### config.mk
export PLATFORM = sky130hd
export DESIGN_NAME = cam_decim_front
export DESIGN_NICKNAME = d
export VERILOG_FILES = /design/src/rtl/cam_pkg.sv /design/src/rtl/cam_sync_front.sv /design/src/rtl/cam_decimator.sv /design/src/rtl/cam_packer.sv /design/src/rtl/cam_irq_bank.sv /design/src/rtl/cam_decim_front.sv
export SDC_FILE = /design/constraint.sdc
export NUM_CORES = 1
export LEC_CHECK = 0
export BUFFER_PORTS_ARGS = -buffer_cell sky130_fd_sc_hd__clkbuf_2
export CAP_MARGIN = 20
export CORE_UTILIZATION = 40
export CTS_CLUSTER_SIZE = 16
export DETAILED_ROUTE_END_ITERATION = 10
export PLACE_DENSITY = 0.61
export SLEW_MARGIN = 15
export SYNTH_ARGS = -nofsm -noshare
export SYNTH_HDL_FRONTEND = slang
export SYNTH_SLANG_ARGS = --single-unit
### constraint.sdc
create_clock -name clk -period 5 [get_ports clk]
set_input_delay 0.5 -clock clk [delete_from_list [all_inputs] [get_ports clk]]
set_output_delay 0.5 -clock clk [all_outputs]
set_load 0.005 [all_outputs]
### src/rtl/cam_pkg.sv
package cam_pkg;
  localparam logic [1:0] BSEL_ALL    = 2'd0;
  localparam logic [1:0] BSEL_HALF   = 2'd1;
  localparam logic [1:0] BSEL_QUART  = 2'd2;
  localparam logic [1:0] BSEL_TWO4   = 2'd3;

  localparam logic [1:0] FRATE_ALL   = 2'd0;
  localparam logic [1:0] FRATE_HALF  = 2'd1;
  localparam logic [1:0] FRATE_QUART = 2'd2;

  localparam int EV_FRAME = 0;
  localparam int EV_OVR   = 1;
  localparam int EV_VSYNC = 2;
  localparam int EV_LINE  = 3;
  localparam int EV_NUM   = 4;

  // number of payload bits a width code selects
  function automatic int width_bits(input logic [1:0] code);
    return 8 + 2 * int'(code);
  endfunction
endpackage

### src/rtl/cam_sync_front.sv
module cam_sync_front #(
  parameter int DW = 14
) (
  input  logic          clk,
  input  logic          rst_n,
  input  logic          en,
  input  logic          pclk_in,
  input  logic          vs_in,
  input  logic          hs_in,
  input  logic [DW-1:0] din,
  input  logic          ckpol,
  input  logic          vspol,
  input  logic          hspol,
  output logic          stb,
  output logic          vs_act,
  output logic          hs_act,
  output logic [DW-1:0] dout
);
  logic          s_pclk, s_pclk_d, s_vs, s_hs;
  logic [DW-1:0] s_din;
  logic          edge_hit;

  always_ff @(posedge clk or negedge rst_n) begin
    if (!rst_n) begin
      s_pclk   <= 1'b0;
      s_pclk_d <= 1'b0;
      s_vs     <= 1'b0;
      s_hs     <= 1'b0;
      s_din    <= '0;
    end else begin
      s_pclk   <= pclk_in;
      s_pclk_d <= s_pclk;
      s_vs     <= vs_in;
      s_hs     <= hs_in;
      s_din    <= din;
    end
  end

  assign edge_hit = en && (s_pclk != s_pclk_d) && (s_pclk == ckpol);

  always_ff @(posedge clk or negedge rst_n) begin
    if (!rst_n) begin
      stb    <= 1'b0;
      vs_act <= 1'b1;
      hs_act <= 1'b1;
      dout   <= '0;
    end else begin
      stb <= edge_hit;
      if (edge_hit) begin
        vs_act <= (s_vs == vspol);
        hs_act <= (s_hs == hspol);
        dout   <= s_din;
      end
    end
  end

  // one sample per pixel clock edge, never back to back
  a_r1_strobe_spaced: assert property (@(posedge clk) disable iff (!rst_n)
    stb |=> !stb);
endmodule

### src/rtl/cam_decimator.sv
module cam_decimator
  import cam_pkg::*;
#(
  parameter int DW = 14
) (
  input  logic          clk,
  input  logic          rst_n,
  input  logic          en,
  input  logic          stb,
  input  logic          vs_act,
  input  logic          hs_act,
  input  logic [DW-1:0] din,
  input  logic [1:0]    width,
  input  logic [1:0]    bsel,
  input  logic          bphase,
  input  logic          lhalf,
  input  logic          lphase,
  input  logic [1:0]    frate,
  input  logic          snap,
  input  logic          cap_set,
  input  logic          cap_clr,
  output logic          push,
  output logic          push_wide,
  output logic [15:0]   push_data,
  output logic          flush,
  output logic          fclear,
  output logic          ev_vsync,
  output logic          ev_line,
  output logic          ev_frame,
  output logic          capture_on
);
  logic       vs_q, hs_q;
  logic       in_frame, line_kept, line_par, capture_q;
  logic [1:0] item_cnt, frame_cnt;
  logic       vs_rise, vs_fall, hs_rise, hs_fall;
  logic       frame_keep, start_keep, cur_in_frame, line_start;
  logic       cur_par, calc_kept, cur_kept, data_slot, item_keep;
  logic [1:0] cur_item;
  logic [15:0] din16;

  assign vs_rise = stb && !vs_q && vs_act;
  assign vs_fall = stb && vs_q && !vs_act;
  assign hs_rise = stb && !hs_q && hs_act;
  assign hs_fall = stb && hs_q && !hs_act;

  always_comb begin
    unique case (frate)
      FRATE_HALF:  frame_keep = (frame_cnt[0] == 1'b0);
      FRATE_QUART: frame_keep = (frame_cnt == 2'd0);
      default:     frame_keep = 1'b1;
    endcase
  end

  assign start_keep   = capture_q && frame_keep;
  assign cur_in_frame = vs_fall ? start_keep : in_frame;
  assign line_start   = hs_fall || vs_fall;
  assign cur_par      = vs_fall ? 1'b0 : line_par;
  assign calc_kept    = !lhalf || (cur_par == lphase);
  assign cur_kept     = line_start ? calc_kept : line_kept;
  assign cur_item     = line_start ? 2'd0 : item_cnt;
  assign data_slot    = stb && !vs_act && !hs_act;

  always_comb begin
    unique case (bsel)
      BSEL_ALL:   item_keep = 1'b1;
      BSEL_HALF:  item_keep = (cur_item[0] == bphase);
      BSEL_QUART: item_keep = (cur_item == {1'b0, bphase});
      default:    item_keep = ((cur_item - {1'b0, bphase}) < 2'd2);
    endcase
  end

  assign din16 = 16'(din);

  always_comb begin
    push_data = '0;
    if (width == 2'd0) begin
      push_data[7:0] = din16[7:0];
    end else begin
      for (int b = 0; b < 16; b++) begin
        if (b < width_bits(width)) push_data[b] = din16[b];
      end
    end
  end

  assign push_wide = (width != 2'd0);
  assign push      = data_slot && cur_in_frame && cur_kept && item_keep;
  assign flush     = vs_rise && in_frame;
  assign fclear    = vs_fall;
  assign ev_vsync  = vs_rise;
  assign ev_frame  = vs_rise && in_frame;
  assign ev_line   = hs_rise && !vs_act && in_frame && line_kept;
  assign capture_on = capture_q;

  always_ff @(posedge clk or negedge rst_n) begin
    if (!rst_n) begin
      vs_q      <= 1'b1;
      hs_q      <= 1'b1;
      in_frame  <= 1'b0;
      line_kept <= 1'b0;
      line_par  <= 1'b0;
      item_cnt  <= '0;
    end else if (!en) begin
      in_frame <= 1'b0;
    end else if (stb) begin
      vs_q <= vs_act;
      hs_q <= hs_act;
      if (vs_fall) begin
        in_frame <= start_keep;
        line_par <= 1'b0;
      end else if (vs_rise) begin
        in_frame <= 1'b0;
      end else if (hs_rise && !vs_act) begin
        line_par <= ~line_par;
      end
      if (line_start) line_kept <= cur_kept;
      if (data_slot)       item_cnt <= cur_item + 2'd1;
      else if (line_start) item_cnt <= 2'd0;
    end
  end

  always_ff @(posedge clk or negedge rst_n) begin
    if (!rst_n) begin
      capture_q <= 1'b0;
      frame_cnt <= '0;
    end else begin
      if (cap_set) capture_q <= 1'b1;
      else if (cap_clr) capture_q <= 1'b0;
      else if (ev_frame && snap) capture_q <= 1'b0;

      if (!capture_q) frame_cnt <= '0;
      else if (vs_fall) frame_cnt <= frame_cnt + 2'd1;
    end
  end

  // a snapshot frame ending drops the capture bit
  a_r9_snapshot_clears: assert property (@(posedge clk) disable iff (!rst_n)
    (ev_frame && snap && !cap_set) |=> !capture_on);
  // no frame-end event unless a frame sync rise is seen
  a_r11_frame_on_vsync: assert property (@(posedge clk) disable iff (!rst_n)
    ev_frame |-> ev_vsync);
  // capture bit stays set without a clear or a snapshot end
  a_r10_capture_holds: assert property (@(posedge clk) disable iff (!rst_n)
    (capture_on && !cap_clr && !snap) |=> capture_on);
endmodule

### src/rtl/cam_packer.sv
module cam_packer #(
  parameter int WB = 4
) (
  input  logic            clk,
  input  logic            rst_n,
  input  logic            push,
  input  logic            wide,
  input  logic [15:0]     pdata,
  input  logic            flush,
  input  logic            clear,
  input  logic            out_ready,
  output logic            out_valid,
  output logic [8*WB-1:0] out_data,
  output logic            ovr
);
  localparam int CW = $clog2(WB);
  localparam int WW = 8 * WB;

  logic [CW-1:0] bcnt;
  logic [WW-1:0] acc, base_acc, merged;
  int            base_cnt, fill;
  logic          word_done, slot_free;

  always_comb begin
    base_acc = clear ? '0 : acc;
    base_cnt = clear ? 0 : int'(bcnt);
    merged   = base_acc;
    for (int b = 0; b < WB; b++) begin
      if (push && b == base_cnt) merged[b*8 +: 8] = pdata[7:0];
      if (push && wide && b == base_cnt + 1) merged[b*8 +: 8] = pdata[15:8];
    end
    fill      = base_cnt + (push ? (wide ? 2 : 1) : 0);
    word_done = (fill >= WB) || (flush && fill != 0);
  end

  assign slot_free = !out_valid || out_ready;
  assign ovr       = word_done && !slot_free;

  always_ff @(posedge clk or negedge rst_n) begin
    if (!rst_n) begin
      bcnt      <= '0;
      acc       <= '0;
      out_valid <= 1'b0;
      out_data  <= '0;
    end else begin
      if (word_done) begin
        acc  <= '0;
        bcnt <= '0;
      end else begin
        acc  <= merged;
        bcnt <= CW'(fill);
      end
      if (word_done && slot_free) begin
        out_data  <= merged;
        out_valid <= 1'b1;
      end else if (out_ready) begin
        out_valid <= 1'b0;
      end
    end
  end

  // a stalled word holds
  a_r7_hold_word: assert property (@(posedge clk) disable iff (!rst_n)
    (out_valid && !out_ready) |=> (out_valid && $stable(out_data)));
  // an overrun keeps the word already offered
  a_r8_ovr_keeps_word: assert property (@(posedge clk) disable iff (!rst_n)
    ovr |=> (out_valid && $stable(out_data)));
endmodule

### src/rtl/cam_irq_bank.sv
module cam_irq_bank #(
  parameter int N = 4
) (
  input  logic         clk,
  input  logic         rst_n,
  input  logic [N-1:0] set,
  input  logic [N-1:0] en,
  input  logic [N-1:0] clr,
  output logic [N-1:0] raw,
  output logic [N-1:0] masked,
  output logic         irq
);
  for (genvar i = 0; i < N; i++) begin : g_src
    always_ff @(posedge clk or negedge rst_n) begin
      if (!rst_n)      raw[i] <= 1'b0;
      else if (set[i]) raw[i] <= 1'b1;
      else if (clr[i]) raw[i] <= 1'b0;
    end

    // a clear with no new event empties the flag
    a_r12_clear_works: assert property (@(posedge clk) disable iff (!rst_n)
      (clr[i] && !set[i]) |=> !raw[i]);
    // an event always leaves its flag set
    a_r12_set_sticks: assert property (@(posedge clk) disable iff (!rst_n)
      set[i] |=> raw[i]);
  end

  assign masked = raw & en;
  assign irq    = |masked;
endmodule

### src/rtl/cam_decim_front.sv
module cam_decim_front
  import cam_pkg::*;
#(
  parameter int DW         = 14,
  parameter int WORD_BYTES = 4
) (
  input  logic                    clk,
  input  logic                    rst_n,
  input  logic                    en,
  input  logic                    pclk_in,
  input  logic                    vsync_in,
  input  logic                    hsync_in,
  input  logic [DW-1:0]           pix_in,
  input  logic                    ckpol,
  input  logic                    vspol,
  input  logic                    hspol,
  input  logic [1:0]              width_sel,
  input  logic [1:0]              byte_sel,
  input  logic                    byte_phase,
  input  logic                    line_half,
  input  logic                    line_phase,
  input  logic [1:0]              frame_rate,
  input  logic                    snap_mode,
  input  logic                    cap_set,
  input  logic                    cap_clr,
  output logic                    capture_on,
  output logic                    out_valid,
  input  logic                    out_ready,
  output logic [8*WORD_BYTES-1:0] out_data,
  input  logic [EV_NUM-1:0]       ev_en,
  input  logic [EV_NUM-1:0]       ev_clr,
  output logic [EV_NUM-1:0]       ev_raw,
  output logic [EV_NUM-1:0]       ev_masked,
  output logic                    irq,
  output logic                    fifo_ne,
  output logic                    between_frames,
  output logic                    between_lines
);
  logic          stb, vs_act, hs_act;
  logic [DW-1:0] sdat;
  logic          push, push_wide, flush, fclear;
  logic [15:0]   push_data;
  logic          ev_vsync, ev_line, ev_frame, ovr;
  logic [EV_NUM-1:0] ev_set;

  cam_sync_front #(.DW(DW)) u_front (
    .clk(clk), .rst_n(rst_n), .en(en),
    .pclk_in(pclk_in), .vs_in(vsync_in), .hs_in(hsync_in), .din(pix_in),
    .ckpol(ckpol), .vspol(vspol), .hspol(hspol),
    .stb(stb), .vs_act(vs_act), .hs_act(hs_act), .dout(sdat)
  );

  cam_decimator #(.DW(DW)) u_decim (
    .clk(clk), .rst_n(rst_n), .en(en),
    .stb(stb), .vs_act(vs_act), .hs_act(hs_act), .din(sdat),
    .width(width_sel), .bsel(byte_sel), .bphase(byte_phase),
    .lhalf(line_half), .lphase(line_phase), .frate(frame_rate),
    .snap(snap_mode), .cap_set(cap_set), .cap_clr(cap_clr),
    .push(push), .push_wide(push_wide), .push_data(push_data),
    .flush(flush), .fclear(fclear),
    .ev_vsync(ev_vsync), .ev_line(ev_line), .ev_frame(ev_frame),
    .capture_on(capture_on)
  );

  cam_packer #(.WB(WORD_BYTES)) u_pack (
    .clk(clk), .rst_n(rst_n),
    .push(push), .wide(push_wide), .pdata(push_data),
    .flush(flush), .clear(fclear), .out_ready(out_ready),
    .out_valid(out_valid), .out_data(out_data), .ovr(ovr)
  );

  always_comb begin
    ev_set           = '0;
    ev_set[EV_FRAME] = ev_frame;
    ev_set[EV_OVR]   = ovr;
    ev_set[EV_VSYNC] = ev_vsync;
    ev_set[EV_LINE]  = ev_line;
  end

  cam_irq_bank #(.N(EV_NUM)) u_irq (
    .clk(clk), .rst_n(rst_n),
    .set(ev_set), .en(ev_en), .clr(ev_clr),
    .raw(ev_raw), .masked(ev_masked), .irq(irq)
  );

  assign fifo_ne        = out_valid;
  assign between_frames = vs_act;
  assign between_lines  = hs_act;

  // no word can leave the slot while the sink refuses it
  a_r13_slot_holds: assert property (@(posedge clk) disable iff (!rst_n)
    (fifo_ne && !out_ready) |=> fifo_ne);
endmodule

==> flow_summary.json <==
{
  "post-place-cells": 779,
  "hold_buffers": 0,
  "clk_pin_slew_worst_paths_ps": 50,
  "period_needed_ps": 4580,
  "finalHoldViolCount": 0,
  "antenna_found_initial": 0,
  "grt_max_degree": 71,
  "clock_tree.root_cell": "clkbuf_16",
  "crit_buf_inv": 1,
  "synth_edf_count": 0,
  "slew_violations": 0,
  "cts.sinks": 116,
  "num_rows": 41,
  "cp.arrival_ps": 4900,
  "h-tree-depth": 4,
  "via_count": 4120,
  "avgSynthCellArea_sq_um": 9.60,
  "cts_buffer_depth": 2,
  "fill_cells": 1196,
  "grt_overflow": 0,
  "crit_type": "flop to flop",
  "leakagePower_nw": 3.08,
  "min_path_type": "input port to flop",
  "place.gp.congestion": 0.880,
  "yosys.area.top_type": "dfrtp_1",
  "synthArstFlopShare_pct": 100,
  "core_sq_um": 12600,
  "ys.flop_type": "dfrtp_1",
  "endpoint_kind": "flop",
  "drc": 0,
  "area_growth_pct": 24.1,
  "antenna_left": 0,
  "syn-cell-area_sq_um": 5180,
  "start_util_pct": 41.1,
  "cp_max_fo": 20,
  "fp.dieH_um": 116,
  "io_buffers": 89,
  "grt_pass1_wl_mm": 20.5,
  "clock_latency_ps": 410,
  "synth_area_leaders": "dfrtp_1 54%, nand2_1 7.0%, o21ai_0 4.5%",
  "post-route-worst-setup-slack_ps": 420,
  "setup_viol": 0,
  "crit_family": "simple AND/OR/NAND/NOR gates",
  "critical-path-max-stage-delay_ps": 630,
  "crit_chain": "nand2b_2, nand2_1, nand2_1, nand2_1, ha_1, nand2_1, a21oi_1, o311a_1, or4_4, nor2_1, ha_1, fa_1, nor2_1, nor2_1, or2_2, nand2_1, buf_4, nand2_1, o21ai_0",
  "die_w_um": 116,
  "maxSlewHeadroom_pct": 39.7,
  "irDropWorstVdd_mv": 0.190,
  "seq_area_frac_synth_pct": 56.1,
  "clock_skew_ps": 6.96,
  "worst_path_most_repeated_cell": "nand2_1",
  "pin_count": 90,
  "drv_cap": 0,
  "drive_above_1_share_pct": 24.1,
  "whs_ps": 194,
  "hpwlAfterDp_mm": 8.78,
  "synth_commonest_cells": "112 x dfrtp_1, 96 x nand2_1, 59 x nor2_1",
  "yosysWarnings": 0,
  "numCtsBuffers": 17,
  "final_cells": 811,
  "ys_types": 56,
  "cts_tree": "done",
  "multiInputGateArea_sq_um": 2080,
  "ys_ff_latch": 116,
  "worstPathRequired_ps": 5320,
  "fmax_ghz": 0.218,
  "slowest_stage": "dfstp_2",
  "num_antenna_cells": 0,
  "pre_cts_ws_ps": 156,
  "dr.pass1.iters": 4,
  "cp-start-kind": "flop",
  "rsz0062_at_grt": "no",
  "syn_inst": 540,
  "status": "complete, no violations",
  "fin_crit_sh_pct": 91.6,
  "nNetsFinal": 676,
  "powerDensity_nw_per_um2": 428,
  "dieArea_sq_um": 13400,
  "setup_tns_ps": 0,
  "fin_util_pct": 51.0,
  "drt_iter0_markers": 276,
  "post-synth-top-count-cell": "dfrtp_1",
  "seq_area_sq_um": 2910,
  "grtUsageTotal_pct": 20.3,
  "tightest_slew_ps": 905,
  "finalWirelength_mm": 12.4,
  "grt_pass1_vias": 4074,
  "post_drt_wl_per_cell_um": 15.3,
  "yosysTopAreaCellShare_pct": 54.1,
  "syn_nets": 590,
  "vias_per_cell": 5.08
}
[area by class of cell]
class                   instances  area share [%]
clock buffers                  18            6.67
clock inverters                14            3.25
inverters                      18            1.05
multi-input cells             374            32.3
flip-flops and latches        116            45.2
well taps                     172            3.35
repair buffers                 99            8.13
[cell usage in the layout, fill, tap and decap left out, types with 7 or more instances in the layout]
cell	count
nor3_1	12
clkbuf_2	88
a21oi_1	20
mux2_2	8
buf_4	11
nor2_1	59
o21ai_0	47
nand2_1	96
a31oi_1	18
nand3_1	7
and2_1	11
inv_1	18
dfrtp_1	112
o22ai_1	9
clkbuf_16	17
[logic make-up (layout without fill, tap and decap cells)]
| logic type | count (synthesis) | in the layout | synth area share (%) |
|---|---|---|---|
| xor gates and xnor gates | 3 | 3 | 0.507 |
| AOI/OAI and AO/OA | 124 | 124 | 14.6 |
| DFF | 116 | 116 | 56.1 |
| muxes | 12 | 12 | 2.51 |
| buffers and inverters | 50 | 149 | 4.06 |
| adders and majority gates | 6 | 6 | 1.59 |
| and+or+nand+nor | 229 | 229 | 20.6 |
[worst paths after layout]
check	from	endpoint	slack, ps	cells past startpoint
min	pix_in[0]	u_front.s_din[0]	190	1
min reg2reg	u_front.s_pclk	u_front.s_pclk_d	400	0
max reg2reg	u_front.vs_act	u_pack.out_data[5]	420	19
min in group asynchronous	rst_n	u_pack.out_data[15]	220	1
max in group asynchronous	rst_n	u_pack.acc[9]	3650	2
max	u_front.vs_act	u_pack.out_data[5]	420	19
[per-layer routing]
| layer | vias to the layer above | GRT usage [%] | part of all wire [%] | wire length [um] |
|---|---|---|---|---|
| li1 | 2034 | - | - | - |
| met3 | 14 | 4.34 | 4.4 | 540 |
| met5 | - | 0 | 0 | 0 |
| met1 | 1976 | 27.3 | 45 | 5590 |
| met2 | 96 | 32.1 | 49 | 6040 |
| met4 | 0 | 7.86 | 1.7 | 215 |
[power by group]
part	switching, mW	internal (mW)	total, mW
clock network	0.422	0.880	1.30
registers	0.0929	1.05	1.14
logic	0.171	0.134	0.305
total	0.685	2.06	2.75
[flip-flops by register name, indices dropped and copies added (netlist names), 2 cells and up]
name / count
u_pack.acc: 32
u_pack.out_data: 32
u_front.dout: 14
u_front.s_din: 14
u_irq.raw: 4
u_decim.frame_cnt: 2
u_decim.item_cnt: 2
u_pack.bcnt: 2
[stage by stage]
step / power, mW / area, sq um
floorplan: 1.32 / 5180
global placement: 1.45 / 5780
detailed placement: 1.46 / 5780
CTS: 2.77 / 6420
global route: 2.88 / 6430
finish: 2.75 / 6430
[repair_timing]
action	4_1_cts	5_1_grt
setup buffers	0	0
gates resized for setup	0	3
endpoints found under the setup margin	0	32
No activity file was read; power rests on OpenSTA's default activity.
